## src/rtl/cpc_pkg.sv

```systemverilog
package cpc_pkg;
  // pin slot positions
  localparam int PIN_EXT    = 0;
  localparam int PIN_SMI    = 1;
  localparam int PIN_MCK    = 2;
  localparam int PIN_CSTOP  = 3;
  localparam int PIN_HRST   = 4;
  localparam int PIN_SRST   = 5;
  localparam int KNOWN_PINS = 6;

  // pending bit positions
  localparam int PB_EXT  = 0;
  localparam int PB_SMI  = 1;
  localparam int PB_MCK  = 2;
  localparam int PB_SRST = 3;
  localparam int PEND_W  = 4;

  typedef logic [PEND_W-1:0] pend_t;

  // order of the level-sensitive group: ext, smi, soft reset
  localparam int LVL_N = 3;

  function automatic pend_t place_level(input logic [LVL_N-1:0] v);
    pend_t r;
    r          = '0;
    r[PB_EXT]  = v[0];
    r[PB_SMI]  = v[1];
    r[PB_SRST] = v[2];
    return r;
  endfunction

  // clear first, then set; acknowledge last, masked by held levels
  function automatic pend_t pend_update(input pend_t cur, input pend_t set,
                                        input pend_t clr, input pend_t ack,
                                        input pend_t hold);
    return ((cur & ~clr) | set) & ~(ack & ~hold);
  endfunction
endpackage

```

## src/rtl/cpc_sync.sv

```systemverilog
module cpc_sync #(
  parameter int W      = 8,
  parameter int STAGES = 2
) (
  input  logic         clk,
  input  logic         rst,
  input  logic [W-1:0] d_i,
  output logic [W-1:0] q_o
);
  for (genvar s = 0; s < STAGES; s++) begin : g_stage
    logic [W-1:0] r;
    if (s == 0) begin : g_first
      always_ff @(posedge clk) begin
        if (rst) r <= '0;
        else     r <= d_i;
      end
    end else begin : g_next
      always_ff @(posedge clk) begin
        if (rst) r <= '0;
        else     r <= g_stage[s-1].r;
      end
    end
  end

  assign q_o = g_stage[STAGES-1].r;
endmodule

```

## src/rtl/cpc_change_det.sv

```systemverilog
module cpc_change_det
  import cpc_pkg::*;
#(
  parameter int SLOTS = 8
) (
  input  logic                  clk,
  input  logic                  rst,
  input  logic [SLOTS-1:0]      lvl_i,
  output logic [SLOTS-1:0]      state_o,
  output logic [KNOWN_PINS-1:0] evt_o,
  output logic [SLOTS-1:0]      ign_o
);
  for (genvar i = 0; i < SLOTS; i++) begin : g_slot
    if (i < KNOWN_PINS) begin : g_known
      logic st;
      always_ff @(posedge clk) begin
        if (rst)                 st <= 1'b0;
        else if (lvl_i[i] != st) st <= lvl_i[i];
      end
      assign state_o[i] = st;
      assign evt_o[i]   = lvl_i[i] ^ st;
      assign ign_o[i]   = 1'b0;
    end else begin : g_unknown
      // stored level of an unknown slot is held at zero
      assign state_o[i] = 1'b0;
      assign ign_o[i]   = lvl_i[i];
    end
  end
endmodule

```

## src/rtl/cpc_pend_ctrl.sv

```systemverilog
module cpc_pend_ctrl
  import cpc_pkg::*;
(
  input  logic             clk,
  input  logic             rst,
  input  logic [LVL_N-1:0] lvl_evt_i,
  input  logic [LVL_N-1:0] lvl_val_i,
  input  logic             mck_fall_i,
  input  logic             stop_evt_i,
  input  logic             stop_val_i,
  input  pend_t            ack_i,
  output pend_t            pend_o,
  output logic             irq_o,
  output logic             halt_o
);
  pend_t pend_q, pend_d, set_v, clr_v, hold_v;
  logic  irq_q, halt_q;

  always_comb begin
    set_v         = place_level(lvl_evt_i & lvl_val_i);
    set_v[PB_MCK] = mck_fall_i;
    clr_v         = place_level(lvl_evt_i & ~lvl_val_i);
    hold_v        = place_level(lvl_val_i);
    pend_d        = pend_update(pend_q, set_v, clr_v, ack_i, hold_v);
  end

  always_ff @(posedge clk) begin
    if (rst) begin
      pend_q <= '0;
      irq_q  <= 1'b0;
      halt_q <= 1'b0;
    end else begin
      pend_q <= pend_d;
      irq_q  <= |pend_d;
      if (stop_evt_i) halt_q <= stop_val_i;
    end
  end

  assign pend_o = pend_q;
  assign irq_o  = irq_q;
  assign halt_o = halt_q;
endmodule

```

## src/rtl/cpu_pin_cond.sv

```systemverilog
module cpu_pin_cond
  import cpc_pkg::*;
#(
  parameter int PIN_SLOTS   = 8,
  parameter int SYNC_STAGES = 2
) (
  input  logic                 clk,
  input  logic                 rst,
  input  logic [PIN_SLOTS-1:0] pin_i,
  input  logic [3:0]           ack_i,
  output logic [3:0]           pend_o,
  output logic                 irq_o,
  output logic                 halt_o,
  output logic [PIN_SLOTS-1:0] pin_state_o
);
  logic [PIN_SLOTS-1:0]  pin_sync;
  logic [KNOWN_PINS-1:0] pin_evt;
  logic [KNOWN_PINS-1:0] pin_lvl;
  logic [PIN_SLOTS-1:0]  ign_evt;
  logic [LVL_N-1:0]      lvl_evt, lvl_val;
  logic                  mck_fall;

  cpc_sync #(.W(PIN_SLOTS), .STAGES(SYNC_STAGES)) u_sync (
    .clk(clk), .rst(rst), .d_i(pin_i), .q_o(pin_sync)
  );

  cpc_change_det #(.SLOTS(PIN_SLOTS)) u_det (
    .clk(clk), .rst(rst), .lvl_i(pin_sync),
    .state_o(pin_state_o), .evt_o(pin_evt), .ign_o(ign_evt)
  );

  assign pin_lvl  = pin_sync[KNOWN_PINS-1:0];
  assign lvl_evt  = {pin_evt[PIN_SRST], pin_evt[PIN_SMI], pin_evt[PIN_EXT]};
  assign lvl_val  = {pin_lvl[PIN_SRST], pin_lvl[PIN_SMI], pin_lvl[PIN_EXT]};
  assign mck_fall = pin_evt[PIN_MCK] & ~pin_lvl[PIN_MCK];

  cpc_pend_ctrl u_pend (
    .clk(clk), .rst(rst),
    .lvl_evt_i(lvl_evt), .lvl_val_i(lvl_val),
    .mck_fall_i(mck_fall),
    .stop_evt_i(pin_evt[PIN_CSTOP]), .stop_val_i(pin_lvl[PIN_CSTOP]),
    .ack_i(ack_i), .pend_o(pend_o), .irq_o(irq_o), .halt_o(halt_o)
  );
endmodule

```

## config.mk

```make
export PLATFORM = sky130hd
export DESIGN_NAME = cpu_pin_cond
export DESIGN_NICKNAME = d
export VERILOG_FILES = /design/src/rtl/cpc_pkg.sv /design/src/rtl/cpc_sync.sv /design/src/rtl/cpc_change_det.sv /design/src/rtl/cpc_pend_ctrl.sv /design/src/rtl/cpu_pin_cond.sv
export SDC_FILE = /design/constraint.sdc
export NUM_CORES = 1
export LEC_CHECK = 0
export ABC_AREA = 1
export BUFFER_PORTS_ARGS = -buffer_cell sky130_fd_sc_hd__buf_2
export CAP_MARGIN = 20
export CORE_MARGIN = 5
export CORE_UTILIZATION = 49
export CTS_CLUSTER_DIAMETER = 80
export DETAILED_ROUTE_END_ITERATION = 6
export PLACE_DENSITY = 0.74
export SYNTH_ARGS = -nofsm -noshare
export SYNTH_HDL_FRONTEND = slang
export SYNTH_HIERARCHICAL = 1
export SYNTH_SLANG_ARGS = --single-unit
```

## constraint.sdc

```tcl
create_clock -name clk -period 2.1 [get_ports clk]
set_input_delay 0.21 -clock clk [delete_from_list [all_inputs] [get_ports clk]]
set_output_delay 0.21 -clock clk [all_outputs]
set_load 0.005 [all_outputs]
```

==> impl_metrics.ini <==
[timing]
slew_viol_final = 0
finalSetupTns_ns = 0
setup_viol = 0
clock.fmax_mhz = 886
fin_crit_sh_pct = 53.7
hold_violations = 0
rsz0062_at_grt = false
period_needed_ns = 1.13
fin_skew_ns = 0.00371

[clock_tree]
cts_hold_buf = 0
cts_tree = done
htreeDepth = 1
cts_made_buffers = 3
clk_pin_slew_worst_paths_ns = 0.12
clk_latency_ns = 0.30
cts_root_buf = clkbuf_4
cts_buffer_depth = 2
cts.sinks = 24
post_cts_buffers = 0
cts_resized = 0

[floorplanning]
io_pins = 28
die_w_um = 53.5
core-area_um2 = 1760
start_util_pct = 52.6
dieArea_um2 = 2860
die_h_um = 53.5
row_count = 15

[routing]
dr_total_vias = 658
drt_iter0_drc = 8
first_pass_iters = 3
drc = 0
antenna_left = 0
wire_per_inst_um = 8.07
wl_mm = 1.32
viasPerCell = 4.01

[finish]
diodes = 0
nNetsFinal = 154
areaGrowthSynthToFinish_pct = 10.8
layout-drive-gt1-share_pct = 24.5
final_util_pct = 58.3

[critical_path]
critPathMaxFanout = 3
slowest_delay_ns = 0.37
required_ns = 2.29
start_kind = flop
cpMostUsedCell = nand2_1
crit_path_end_kind = flop
cp_data_arrival_time_ns = 1.32
crit_type = flop to flop
slowest_stage = dfxtp_1
crit_chain = inv_1 -> nand2_1 -> nand2_1 -> or2_0 -> nand2_1 -> nand2_1 -> nor2_1 -> nor2_1

[grt]
grt_util_met2_pct = 18.2
grt-ovfl-total = 0
grt_pass1_wl_mm = 2.29
grt_max_degree = 25
grt_use_total_pct = 11.2
top_usage_layer = met2
antenna_found_initial = 0
met3_usage_pct = 3.66
gr-usage-met1_pct = 12.7
grt_pass1_vias = 568

[place]
place.gp.congestion = 0.668
io_buffers = 23
hpwl_um = 999

[logic_synthesis]
avgSynthCellArea_um2 = 7.67
yosysWarningCount = 6
postSynthCellCount = 121
netlist_area_um2 = 928

[power_and_ir_drop]
p_leak_nw = 0.549
powerDensity_nw_per_um2 = 749
ir_drop_mv = 0.455

[min_path]
hold_class = input port to flop

[flow_run]
cap_violations = 0

[run_status]
status = completed
-- through the flow --
stage,setup WS (ns),instance area (um^2),hold slack (ns),power (mW),cells
6_report,0.972,1030,0.0924,0.771,164
5_1_grt,0.848,1030,0.0807,0.814,164
4_1_cts,0.970,1030,0.0779,0.783,164
3_5_place_dp,0.996,992,0.392,0.550,160
3_3_place_gp,1.01,992,0.389,0.546,160
2_1_floorplan,1.10,932,0.281,0.536,122
-- layout by cell type (no fill, tap or decap) --
master    count
o21bai_1      1
mux2i_1       1
or2_0         1
o21bai_2      1
clkbuf_8      1
nor2_1       23
nand2_1      25
nor2_2        3
clkbuf_4      3
dfxtp_1      24
buf_2        23
nand2_2       3
conb_1        2
inv_1        28
-- sequential cells by signal, summed over array words and instances, names as in the netlist --
signal,flops
u_det/g_slot.g_known.st,6
u_pend/pend_o,4
u_sync/g_stage.r,6
u_sync/q_o,6
u_pend/halt_o,1
u_pend/irq_o,1
-- worst max-delay path, delay by kind of cell, from the launching register on --
family,cells,cell delay (ns)
AND/OR/NAND/NOR,7,0.59
buffers and inverters,1,0.06
flip-flops,1,0.37
-- layer usage --
metal  part of all wire [%]  routed length [um]  vias to the layer above
li1                       -                   -                      364
met1                     44                 581                      277
met2                     48                 630                       15
met3                    7.4                  98                        2
met4                   0.98                  13                        0
met5                      0                   0                        -
-- power breakdown --
group          total, mW  switching [mW]  internal, mW
clock              0.232           0.127         0.106
combinational     0.0583          0.0320        0.0263
sequential         0.480         0.00784         0.472
total              0.771           0.166         0.604
-- path summary, 6_finish.rpt --
kind,start,cells past startpoint,endpoint,slack [ns]
worst max-delay path,u_sync/q_o[0]$_SDFF_PP0_,8,u_pend/irq_o$_SDFF_PP0_,0.97
worst min-delay path,pin_i[2],3,u_sync/g_stage[0].r[2]$_SDFF_PP0_,0.09
worst max register to register,u_sync/q_o[0]$_SDFF_PP0_,8,u_pend/irq_o$_SDFF_PP0_,0.97
worst min register to register,u_sync/g_stage[0].r[4]$_SDFF_PP0_,2,u_sync/q_o[4]$_SDFF_PP0_,0.41
-- cell type report --
class	instances	area [um^2]
Clock buffer	4	36.3
Inverter	28	105
Timing Repair Buffer	23	115
Fill cell	185	736
Multi-Input combinational cell	60	260
Sequential cell	24	480
Tap cell	25	31.3
No activity file was read; power rests on OpenSTA's default activity.
